## src/rtl/vstep_seq.sv

```systemverilog
`timescale 1ns/1ps
module vstep_seq #(
  parameter int STEP_W = 7,
  parameter int SUB_W  = 2,
  parameter int MASK_W = 64
) (
  input  logic              clk,
  input  logic              rst,
  input  logic [STEP_W-1:0] vl,
  input  logic [SUB_W-1:0]  subvl,
  input  logic              vec_en,
  input  logic [MASK_W-1:0] src_mask,
  input  logic [MASK_W-1:0] dst_mask,
  input  logic              src_zero,
  input  logic              dst_zero,
  input  logic              done,
  output logic [STEP_W-1:0] src_step,
  output logic [SUB_W-1:0]  src_sub,
  output logic [STEP_W-1:0] dst_step,
  output logic [SUB_W-1:0]  dst_sub,
  output logic              src_zeroing,
  output logic              dst_zeroing,
  output logic              hold_pc,
  output logic              loop_end
);
  localparam int IW = $clog2(MASK_W);

  logic [STEP_W-1:0] s_step_q, d_step_q;
  logic [SUB_W-1:0]  s_sub_q, d_sub_q;
  logic [STEP_W-1:0] vl_m1;
  logic src_fin, dst_fin, exhausted;

  function automatic logic mbit(input logic [MASK_W-1:0] m, input logic [STEP_W-1:0] i);
    mbit = (int'(i) < MASK_W) ? m[i[IW-1:0]] : 1'b0;
  endfunction

  function automatic logic [STEP_W-1:0] first_active(input logic [MASK_W-1:0] m,
      input logic [STEP_W-1:0] start, input logic [STEP_W-1:0] lim);
    logic hit;
    first_active = lim;
    hit = 1'b0;
    for (int k = 0; k < MASK_W; k++)
      if (!hit && int'(start) <= k && k < int'(lim) && m[k]) begin
        first_active = STEP_W'(k);
        hit = 1'b1;
      end
  endfunction

  assign src_step = (s_sub_q == '0 && !src_zero) ? first_active(src_mask, s_step_q, vl) : s_step_q;
  assign dst_step = (d_sub_q == '0 && !dst_zero) ? first_active(dst_mask, d_step_q, vl) : d_step_q;
  assign src_sub  = s_sub_q;
  assign dst_sub  = d_sub_q;

  assign src_zeroing = vec_en && src_zero && !mbit(src_mask, s_step_q);
  assign dst_zeroing = vec_en && dst_zero && !mbit(dst_mask, d_step_q);

  assign vl_m1     = vl - STEP_W'(1);
  assign exhausted = (src_step == vl) || (dst_step == vl);
  assign src_fin   = (src_step == vl_m1) && (s_sub_q == subvl);
  assign dst_fin   = (dst_step == vl_m1) && (d_sub_q == subvl);
  assign loop_end  = !vec_en || exhausted || src_fin || dst_fin;
  assign hold_pc   = !loop_end;

  always_ff @(posedge clk) begin
    if (rst || (done && loop_end)) begin
      s_step_q <= '0;
      d_step_q <= '0;
      s_sub_q  <= '0;
      d_sub_q  <= '0;
    end else if (done) begin
      if (s_sub_q == subvl) begin
        s_step_q <= (src_step == vl_m1) ? src_step : src_step + STEP_W'(1);
        s_sub_q  <= '0;
      end else begin
        s_step_q <= src_step;
        s_sub_q  <= s_sub_q + SUB_W'(1);
      end
      if (d_sub_q == subvl) begin
        d_step_q <= (dst_step == vl_m1) ? dst_step : dst_step + STEP_W'(1);
        d_sub_q  <= '0;
      end else begin
        d_step_q <= dst_step;
        d_sub_q  <= d_sub_q + SUB_W'(1);
      end
    end
  end


  idle_hold_chk: assert property (@(posedge clk) disable iff (rst)
    !done |=> ($stable(s_step_q) && $stable(s_sub_q) && $stable(d_step_q) && $stable(d_sub_q)));


  sub_count_chk: assert property (@(posedge clk) disable iff (rst)
    (done && !loop_end && s_sub_q != subvl) |=> (s_sub_q == $past(s_sub_q) + SUB_W'(1)));


  zero_no_skip_chk: assert property (@(posedge clk) disable iff (rst)
    (src_zero && s_sub_q == '0) |-> (src_step == s_step_q));


  end_clear_chk: assert property (@(posedge clk) disable iff (rst)
    (done && loop_end) |=> (s_step_q == '0 && d_step_q == '0 && s_sub_q == '0 && d_sub_q == '0));


  no_active_chk: assert property (@(posedge clk) disable iff (rst)
    (vec_en && (src_step == vl || dst_step == vl)) |-> loop_end);
endmodule

```

## config.mk

```make
export PLATFORM = sky130hd
export DESIGN_NAME = vstep_seq
export DESIGN_NICKNAME = d
export VERILOG_FILES = /design/src/rtl/vstep_seq.sv
export SDC_FILE = /design/constraint.sdc
export NUM_CORES = 1
export LEC_CHECK = 0
export ABC_AREA = 1
export BUFFER_PORTS_ARGS = -buffer_cell sky130_fd_sc_hd__buf_2
export CAP_MARGIN = 25
export CORE_MARGIN = 10
export CORE_UTILIZATION = 47
export DETAILED_ROUTE_END_ITERATION = 8
export HOLD_SLACK_MARGIN = 0.05
export PLACE_DENSITY_LB_ADDON = 0.1
export SLEW_MARGIN = 20
export SYNTH_ARGS = -nofsm -noshare
export SYNTH_HDL_FRONTEND = slang
export SYNTH_SLANG_ARGS = --single-unit
```

## constraint.sdc

```tcl
create_clock -name clk -period 9.5 [get_ports clk]
set_clock_uncertainty 0.2 [all_clocks]
set_input_delay 1.425 -clock clk [delete_from_list [all_inputs] [get_ports clk]]
set_output_delay 1.425 -clock clk [all_outputs]
set_load 0.02 [all_outputs]
```

; ---- Word-level counts from Yosys, hierarchy flattened
; Cells that the tools add are included.
[op_classes]
n_reduce_logical = 530
add_sub_neg = 5
n_eq_ne = 6
muxes = 268
magnitude_cmp = 196
[op_table]
columns = operator, n
row1 = $mux 7, 134
row2 = $le 7x6->1 const B, 64
row3 = $logic_and 1x1->1, 391
row4 = $le 7x5->1 const B, 32
row5 = $lt 6x7->1 const A, 32
row6 = $logic_not 1->1, 132
row7 = $mux 1, 130
row8 = $le 7x4->1 const B, 16
row9 = $lt 5x7->1 const A, 16
row10 = $le 7x3->1 const B, 8
row11 = $lt 4x7->1 const A, 8
row12 = $eq 7x7->1, 4
row13 = $le 7x1->1 const B, 4
row14 = $le 7x2->1 const B, 4
row15 = $lt 3x7->1 const A, 4
row16 = $add 7x1->7 const B, 2
row17 = $lt 1x7->1 const A, 2
row18 = $lt 2x7->1 const A, 2
row19 = $lt 6x7->1 const B, 2
row20 = $lt 7x7->1 const B, 2
row21 = $bmux 1 s6, 2
row22 = $sub 7x1->7 const B, 1
row23 = $logic_or 1x1->1, 5
row24 = $add 2x1->2 const B, 2
row25 = 3 further kinds, 6
[word_totals]
output_inout_bits = 22
word_cells = 1009
input_bits = 143
register_bits = 18

; ---- Logic depth before layout (Yosys ltp)
; Gate-level depths: netlist of the first run.
[logic_depth]
depth_word = 327
ltp_mapped = 79
ltp_nobuf = 79

; ---- Least setup slack after synthesis of the first run
; Ideal clock, no wire load.
[synth_path]
path_type = input to output
startpoint = input vl[5]
endpoint = output hold_pc
t_required_ns = 7.875
n_path_buf = 1
t_arrival_ns = 6.717
path_slack_ns = 1.158
path_stages = 49
path_cell_list = buf_6 clkinv_8 nand2_4 nor2_4 nand2_4 nand3_2 inv_2 nor2_8 nand4_2 nor2_4 nand4_2 nor2_4 nand4_2 nor2_4 nand4_2 nor2_4 nand4_2 nor2_2 [13 not listed] nor2_4 nand4_2 nor2_4 nand4_4 nor2_4 nand3_4 nor2_4 nand3_4 nand3b_2 nand2_4 clkinv_2 nand2_1 nand2_1 nand3_2 nor2_4 nand3_2 nand3_2 inv_1
[synth_via]
elab_chain_len = 326
word_cells_on_any_way = 840
cone_classes = add/sub: 1 / order compare: 64 / eq/ne: 4 / mux: 256 / reduce/logical: 515
[synth_rtl]
columns = item, line
row1 = "start, declared", 9  ; input logic [STEP_W-1:0] vl,
row2 = $lt 1x7->1, 43  ; if (!hit && int'(start) <= k && k < int'(lim) && m[k]) begin
row3 = $logic_and 1x1->1 (2 in series), 43
row4 = $mux 1, 43
row5 = $logic_not 1->1, 43
row6 = $logic_and 1x1->1 (3 in series), 43
row7 = $mux 1, 43
row8 = $logic_not 1->1, 43
row9 = $logic_and 1x1->1 (3 in series), 43
row10 = [306 not listed], n/a
row11 = $mux 7 *, 50  ; assign dst_step = (d_sub_q == '0 && !dst_zero) ? first_active(dst_mask, d_step_q, vl) : d_step_q;
row12 = via dst_step[4], 19  ; output logic [STEP_W-1:0] dst_step,
row13 = $eq 7x7->1, 58  ; assign exhausted = (src_step == vl) || (dst_step == vl);
row14 = $logic_or 1x1->1, 58
row15 = $logic_or 1x1->1 (2 in series), 61  ; assign loop_end = !vec_en || exhausted || src_fin || dst_fin;
row16 = $logic_or 1x1->1 *, 61
row17 = via loop_end, 24  ; output logic loop_end
row18 = $logic_not 1->1 *, 62  ; assign hold_pc = !loop_end;
row19 = "end, declared", 23  ; output logic hold_pc,
; The timed path passes the listed nets; every way through them passes the cells marked *.

; ---- Worst setup path in the final report of the first run
[layout_path]
startpoint = input vl[6]
endpoint = output hold_pc
[layout_via]
elab_chain_len = 326
word_cells_on_any_way = 840
cone_classes = add/sub: 1 / order compare: 64 / eq/ne: 4 / mux: 256 / reduce/logical: 515
[layout_rtl]
columns = item, line
row1 = $lt 1x7->1, 43
row2 = $logic_and 1x1->1 (2 in series), 43
row3 = $mux 1, 43
row4 = $logic_not 1->1, 43
row5 = $logic_and 1x1->1 (3 in series), 43
row6 = $mux 1, 43
row7 = $logic_not 1->1, 43
row8 = $logic_and 1x1->1 (3 in series), 43
row9 = [302 not listed], n/a
row10 = $logic_and 1x1->1 (3 in series), 43
row11 = $mux 7, 43
row12 = "$mux 7, on equally long branches", "49, 50"
row13 = $eq 7x7->1, 58
row14 = $logic_or 1x1->1, 58
row15 = $logic_or 1x1->1 (2 in series), 61
row16 = $logic_or 1x1->1 *, 61
row17 = $logic_not 1->1 *, 62
; Every way passes the cells marked *; elsewhere a longest branch is shown, timed or not.

==> results of run 1 <==
## metal layers
layer  global-route usage, %  part of all wire, %  vias to the layer above
li1                        -                    -                     6436
met1                   41.37                   40                     6167
met2                   51.96                   44                      884
met3                   4.655                   11                      143
met4                   15.46                  5.1                        0
met5                       0                    0                        -
## area by class of cell
| type | count | area [sq um] |
|---|---|---|
| Tap cell | 270 | 337.8 |
| Clock buffer | 4 | 88.84 |
| Multi-Input combinational cell | 1391 | 7739 |
| Inverter | 399 | 1551 |
| Timing Repair Buffer | 196 | 1076 |
| Sequential cell | 18 | 360.3 |
| Fill cell | 2244 | 9211 |
## cells in the final DEF, fill, tap and decap left out, drive strengths merged, types with 4 or more instances in the layout
master | Yosys | final
o211ai | 11 | 11
o2111ai | 5 | 5
o21ai | 132 | 132
a211oi | 7 | 7
o22ai | 5 | 5
o221ai | 21 | 21
a22oi | 16 | 16
a2111oi | 4 | 4
xor2 | 14 | 14
a22o | 4 | 4
nor2 | 225 | 225
nand3 | 180 | 180
ha | 6 | 6
nor4 | 8 | 8
and3 | 4 | 4
a31oi | 7 | 7
nor3 | 83 | 83
inv | 387 | 387
xnor2 | 4 | 4
nand4 | 99 | 99
clkbuf | 23 | 4
a221oi | 5 | 5
clkinv | 12 | 12
a21oi | 83 | 83
nand2 | 444 | 444
o41ai | 5 | 5
buf | 11 | 196
dfxtp | 18 | 18
## flip-flops by register name (all words and copies together) (netlist names)
name / cells
s_step_q: 7
src_sub: 2
dst_sub: 2
d_step_q: 7
## critical path: cells and delay by family
family	cells	cell delay, ps
buffers and inverters	8	950
AND/OR/NAND/NOR	37	4840
AO/OA/AOI/OAI	1	330
## stage by stage
step           area, sq um  total power [mW]  setup TNS [ps]  instances
2_1_floorplan         9819            0.5638               0       1842
6_report             11150            0.9070               0       2278
5_1_grt              11150            0.9699          -396.7       2278
3_3_place_gp         10810            0.7678               0       2257
3_5_place_dp         10820            0.7689               0       2258
4_1_cts              10910            0.8755               0       2262
## worst paths after layout
| path | from | end | slack, ps | cells past startpoint |
|---|---|---|---|---|
| min | src_sub[1] | src_sub[1] | 330 | 2 |
| min reg2reg | src_sub[1] | src_sub[1] | 330 | 2 |
| max | vl[6] | hold_pc | 300 | 46 |
| max reg2reg | s_step_q[6] | s_step_q[1] | 2150 | 47 |
## logic make-up after synthesis
kind of cell | count (synthesis) | share of synthesized area (%)
buf+inv | 433 | 18.59
flops | 18 | 3.670
simple gates | 1050 | 55.35
compound gates | 317 | 19.94
fa+ha+maj | 6 | 0.7645
xor+xnor | 18 | 1.682
## power groups by stage
stage	combinational [mW]	clock, mW	sequential, mW
after floorplan	0.477	0	0.0872
after global placement	0.675	0	0.0927
after detailed placement	0.676	0	0.0927
after CTS	0.681	0.104	0.0910
after global routing	0.774	0.104	0.0920
final	0.711	0.104	0.0917
## repair_timing
item                                    CTS  global route
endpoints found under the setup margin    0             2
resized for setup                         0            31
hold buffers                              0             0
buffers inserted                          0            16
hold endpoints to repair                  0             0
==> results.md, run 1 <==
- Routability cong.: 1.080
- CP max stage cell: a21oi_1
- Via density: 5.983
- Final setup margin: roughly 300 ps
- DR pass1 iterations: 6
- Peak fanout along the critical path: 13
- Root buf cell: clkbuf_16
- Maximum vdd drop: 0.1022 mV
- H-tree levels: 1
- Initial antenna violation count: 0
- Overflow after GRT: 0
- CP Data Arrival Time: 7580 ps
- Commonest cells in the netlist: nand2_1, inv_1, nor2_1, nand3_1, o21ai_0
- CTS tree: done
- Chip height: about 160 microns
- DR vias: around 14000
- Min-delay worst type: reg2reg
- Fmax: between 0.1 and 0.15 GHz
- Largest net degree at the start of global routing: 32
- Most frequent cell on the critical path: nor2_2
- Pwr dens: slightly above 80 nW/um^2
- Synthesized Nets: between 1500 and 2000
- DRC Markers: 0
- Port bufs: 164
- Wire length per cell: about 20 microns
- Slew HR: 30.04%
- Mapped Area: slightly below 10000 sq um
- Largest stage delay, worst path: about 330 ps
- Pleak: around 6.1 nW
- Nets@finish: about 2200
- Clk buf depth: 2
- Number of synthesized flops with an enable pin: 0
- Combinational Power Share: between 70% and 80%
- First-pass GRT wire length: 69.43 mm
- Setup CP Type: in2out
- Area of the core: around 20000 sq um
- Row cnt: between 50 and 60
- Clock power frac: between 10% and 20%
- Syn avg cell area: between 5 and 6 sq um
- Post-Syn Instances: roughly 1800
- Run status: complete, no violations
- Cts bufs inserted: 3
- Fin. Hold Viols: 0
- Most area-consuming cells after synthesis: nand2_1, inv_1, nand3_1, nor2_1, o21ai_0
- CP required: 7880 ps
- Final core occ: 54.77%
- Routed WL: ~46 mm
- Element type at the critical path end: output port
- Die width: approximately 160 microns
- Antenna diode count: 0
- Area Overhead vs Synth: 13.58%
- Count of different cell masters after synthesis: 73
- Final Max Tran Viols: 0
- # IOs: approximately 170
- Internal power: around 0.37 mW
- Yosys top cell area share: between 15 and 20%
- Tmin final: 9205 ps
- GRT Total Usage: between 30% and 40%
- DR iter-0 viols: 1609
- Max Cap Violations: 0
- TritonCTS Sinks: 18
- Min Hold Slack: 330.4 ps
- Async SR Flop Fraction: 0%
- Sw Share: between 50 and 60%
- HPWL after DPL: about 39 mm
- FF+latch count, synth: 18
- Synth Flop Type: dfxtp_1
- Yosys top cell by area: nand2_1
- Setup-failing EPs final: 0
- CTS clk-pin slew, worst paths: 60 ps
- RSZ-0062 raised after global routing: true
- ANT nets after route: 0
- Warnings, synthesis: 0
- Seq pwr share: between 10% and 20%
- Total net switching power: between 0.5 and 0.6 mW
- Share of layout cells above drive strength 1: ~20%
- Final Cycle Share: between 90% and 100%
- Setup Slack @ Placement: between 200 and 300 ps
- Sequential share of the synthesized area: under 10%
- Clock Latency Late Sink: 270 ps
- Worst Tran Pin Value: 1040 ps
- Vias in the first global route: roughly 13000
- Initial cell density of the core: 48.22%
- Crit start category: input port
- Most numerous cell in the Yosys netlist: nand2_1
- Die area: approximately 27000 sq um
Power figures use the tool's default switching activity.
==> inputs of run 2 (changes only) <==
- BUFFER_PORTS_ARGS: -buffer_cell sky130_fd_sc_hd__buf_2 -> -buffer_cell sky130_fd_sc_hd__buf_4
==> run 2 against run 1 <==
Against the previous run: setup slack gained 32 ps; largest power group unchanged; sequential power grew 0.8%; first-iteration DRC count shrank 9.0%; critical endpoint unchanged; largest cell class unchanged.
==> results.md, run 2 (same netlist as run 1, synthesis figures left out) <==
- Setup CP Type: in2out
- Die width: 164.5 microns
- Fin. Hold Viols: 0
- ANT nets after route: 0
- Final Cycle Share: 96.55%
- Share of layout cells above drive strength 1: about a fifth
- Port bufs: about 160
- Setup Slack @ Placement: just under 300 ps
- # IOs: around 170
- CP required: 7880 ps
- Overflow after GRT: 0
- Pwr dens: 80.55 nW/um^2
- Min Hold Slack: 315.5 ps
- Final setup margin: roughly 330 ps
- CP Data Arrival Time: 7550 ps
- Clk buf depth: 2
- Chip height: approximately 160 microns
- Largest stage delay, worst path: approximately 220 ps
- Routability cong.: roughly 1.1
- Peak fanout along the critical path: 9
- Maximum vdd drop: 0.08115 mV
- Placed instance area: approximately 11000 sq um
- CTS clk-pin slew, worst paths: around 60 ps
- Wire length per cell: 20.29 microns
- DR pass1 iterations: 6
- Max layer used: met4
- DR iter-0 viols: 1464
- Pleak: roughly 6.1 nW
- Worst path bufs/invs: 6
- Area Overhead vs Synth: 16.49%
- Most frequent cells in the layout: nand2_1, inv_1, buf_4, nor2_1, nand3_1
- CTS tree: done
- HPWL after DPL: around 39 mm
- Crit start category: input port
- TritonCTS Sinks: 18
- Initial cell density of the core: around half
- Most common cell after layout, fill and taps aside: nand2_1
- Root buf cell: clkbuf_16
- Routed WL: roughly 46 mm
- Setup-failing EPs final: 0
- DR vias: ~13000
- Clock Latency Late Sink: roughly 270 ps
- Fmax: approximately 0.11 GHz
- CP max stage cell: buf_4
- R2R setup slack: 1930 ps
- Antenna diode count: 0
- Die area: 27070 sq um
- RSZ-0062 raised after global routing: true
- Slew HR: about a third
- Finished Cell Area: ~11000 sq um
- Met3 Wirelength: 4.698 mm
- Largest regs: d_step_q (7), s_step_q (7)
- Overall power: between 0.9 and 1 mW
- DRC Markers: 0
- Routed wl met2: a little over 20 mm
- Element type at the critical path end: output port
- Initial antenna violation count: 0
- CP delay by family, top: simple AND/OR/NAND/NOR gates
- Largest net degree at the start of global routing: 32
- Tmin final: ~9200 ps
- Most frequent cell on the critical path: nor2_2
- H-tree levels: 1
- Run status: complete, no violations
- Min-delay worst type: reg2reg
- Row cnt: 52
- First-pass GRT wire length: between 60 and 70 mm
- Nets@finish: around 2100
- Via density: 5.949
- Max Cap Violations: 0
- Area of the core: just over 20000 sq um
- Worst Tran Pin Value: around 1000 ps
- GRT Total Usage: a little under a third
- M1 WL: 18.35 mm
- Vias in the first global route: approximately 13000
- Final Max Tran Viols: 0
- Cts bufs inserted: 3
run 2: changes by cell type in the layout (fill, tap and decap cells not counted), moves of 2 or more:
cell | previous run | this run
buf_4 | 33 | 182
nor2_2 | 19 | 21
buf_6 | 2 | 0
buf_2 | 161 | 0
nor2_4 | 32 | 30
run 2: per-stage QoR:
step                util [%]  cells  setup TNS, ps
finish                 56.17   2264              0
global placement       54.96   2254              0
detailed placement     54.96   2254              0
global route           56.17   2264         -324.4
floorplan                  -   1842              0
CTS                    55.40   2258              0
run 2: report_power, final:
part / switching [mW] / leakage, nW / internal (mW) / total [mW]
Sequential: 0.0122 / 0.147 / 0.0802 / 0.0924
Combinational: 0.484 / 5.91 / 0.240 / 0.724
Clock: 0.0407 / 0.0442 / 0.0646 / 0.105
Total: 0.537 / 6.10 / 0.384 / 0.921
run 2: metal layers:
layer	track usage, %	vias up
met4	14.25	0
met5	0	-
li1	-	6400
met3	4.556	129
met2	51.50	888
met1	40.98	6052
run 2: worst paths after layout:
check / from / end / depth (start not counted)
worst max-delay path: vl[4] / hold_pc / 51
worst min-delay path: src_sub[1] / src_sub[1] / 2
worst min register to register: src_sub[1] / src_sub[1] / 2
worst max register to register: d_step_q[0] / d_step_q[6] / 50
run 2: timing repair:
action | in CTS | in global routing
setup endpoints to repair | 0 | 2
hold buffers | 0 | 0
hold endpoints to repair | 0 | 0
buffers inserted | 0 | 6
resized for setup | 0 | 22
run 2: tightest hold or removal path, stage by stage (launching register included):
cell and delay (ps):
dfxtp_1 340, nand2_1 90, a21oi_2 50
run 2: final cells by class:
type                    instances  area (sq um)
fillers                      2231          8926
multi-input cells            1391          7734
inverters                     399          1551
repair buffers                182          1366
flip-flops and latches         18         360.3
well taps                     270         337.8
clock buffers                   4         88.84
==> inputs of run 3 (changes only) <==
- BUFFER_PORTS_ARGS: -buffer_cell sky130_fd_sc_hd__buf_4 -> -buffer_cell sky130_fd_sc_hd__buf_2
- CTS_BUF_LIST: not set -> sky130_fd_sc_hd__clkbuf_8
==> run 3 against run 2 <==
Against the previous run: flip-flop and latch count unchanged; largest power group unchanged; largest cell class unchanged; routed wire length decreased by 0.12%; non-clock buffer count increased by 13.
==> results.md, run 3 (same netlist as run 1, synthesis figures left out) <==
- Run status: complete, no violations
- RSZ-0062 raised after global routing: true
- M1 WL: around 19 mm
- Vias in the first global route: 12680
- Wire length per cell: around 20 microns
- Min-delay worst type: reg2reg
- Setup CP Type: in2out
- Via density: roughly 6
- CP Data Arrival Time: between 7000 and 8000 ps
- Crit start category: input port
- DR vias: 13600
- HPWL after DPL: between 30 and 40 mm
- Fin. Hold Viols: 0
- Antenna diode count: 0
- Final Cycle Share: a little over nine tenths
- Seq pwr share: 10.5%
- Most frequent cell on the critical path: nor2_4
- Peak fanout along the critical path: 13
- DP Cell Count: about 2300
- Hold Path Cell Cnt: 2
- Worst Tran Pin Value: 1054 ps
- Clock power frac: between 8 and 9%
- Share of layout cells above drive strength 1: about a fifth
- Combinational Power Share: around four fifths
- Number of fill cells: roughly 2300
- Sw Share: about 61%
- Root buf cell: clkbuf_8
- Element type at the critical path end: output port
- Finished Cell Area: roughly 11000 sq um
- Max Cap Violations: 0
- Routed wl met2: between 20 and 25 mm
- Fmax: 0.1091 GHz
- Nets@finish: around 2200
- FF-to-FF path depth: 47
- Setup Slack @ Placement: approximately 290 ps
- Maximum vdd drop: between 0.09 and 0.1 mV
- Final Max Tran Viols: 0
- Row cnt: 52
- GRT Total Usage: between 30% and 40%
- Area Overhead vs Synth: 13.19%
- Initial antenna violation count: 0
- Largest net degree at the start of global routing: 32
- Port bufs: ~160
- Placed instance area: 10820 sq um
- Clk buf depth: 2
- Most common cell after layout, fill and taps aside: nand2_1
- Pleak: roughly 6.0 nW
- DR pass1 iterations: 6
- ANT nets after route: 0
- Largest stage delay, worst path: 190 ps
- Total net switching power: about 0.53 mW
- CTS tree: done
- Non-filler cells, final: 2277
- Pwr dens: 78.58 nW/um^2
- Max layer used: met4
- Largest regs: d_step_q (7), s_step_q (7)
- Overflow after GRT: 0
- CP max stage cell: o21ai_2
- # IOs: roughly 170
- H-tree levels: 1
- Initial cell density of the core: about half
- CTS clk-pin slew, worst paths: roughly 90 ps
- Area of the core: 20360 sq um
- Routed WL: between 40 and 50 mm
- Most frequent cells in the layout: nand2_1, inv_1, nor2_1, nand3_1, buf_2
- Chip height: roughly 160 microns
- Internal power: around 0.34 mW
- Final setup margin: approximately 330 ps
- Cts bufs inserted: 3
- CP required: approximately 7900 ps
- Die width: 164.5 microns
- Setup TNS: 0 ps
- TritonCTS Sinks: 18
- DR iter-0 viols: around 1600
- Tmin final: 9167 ps
- Met3 Wirelength: ~4.7 mm
- Clock Latency Late Sink: 280 ps
- First-pass GRT wire length: about 70 mm
- Setup-failing EPs final: 0
- Slew HR: roughly 29%
- Die area: roughly 27000 sq um
- Routability cong.: 1.080
- DRC Markers: 0
-- run 3: through the flow --
stage / util, % / power [mW] / hold slack (ps)
floorplan: - / 0.5638 / 298.0
global placement: 53.06 / 0.7678 / 310.8
detailed placement: 53.12 / 0.7689 / 317.1
CTS: 53.39 / 0.8444 / 330.2
global route: 54.58 / 0.9395 / 366.7
finish: 54.58 / 0.8733 / 333.6
-- run 3: worst paths after layout --
path,start,to,slack (ps)
worst max-delay path,vl[6],hold_pc,330
worst max register to register,s_step_q[2],s_step_q[6],2210
worst min register to register,src_sub[1],src_sub[1],330
worst min-delay path,src_sub[1],src_sub[1],330
-- run 3: cell type report --
| class | count | area (sq um) | area share, % |
|---|---|---|---|
| multi-input cells | 1391 | 7739 | 69.63 |
| inverters | 399 | 1551 | 13.96 |
| repair buffers | 195 | 1071 | 9.636 |
| flip-flops and latches | 18 | 360.3 | 3.242 |
| well taps | 270 | 337.8 | 3.040 |
| clock buffers | 4 | 55.05 | 0.4953 |
-- run 3: repair_timing --
item | CTS | global route
gates resized for setup | 0 | 32
buffers inserted | 0 | 15
endpoints found under the setup margin | 0 | 2
hold buffers | 0 | 0
-- run 3: worst max-delay path: cells and delay by family --
| family | cells | cell delay, ps |
|---|---|---|
| buffers and inverters | 6 | 660 |
| AOI/OAI and AO/OA | 1 | 190 |
| and+or+nand+nor | 42 | 5240 |
-- run 3: layer usage --
metal / vias up / GRT usage (%)
li1: 6438 / -
met1: 6173 / 41.11
met2: 849 / 52.05
met3: 140 / 4.805
met4: 0 / 14.53
met5: - / 0
-- run 3: power groups by stage --
stage	Clock (mW)	Combinational (mW)	Sequential, mW
floorplan	0	0.477	0.0872
global placement	0	0.675	0.0927
detailed placement	0	0.676	0.0927
CTS	0.0737	0.680	0.0909
global route	0.0753	0.772	0.0920
finish	0.0730	0.708	0.0918
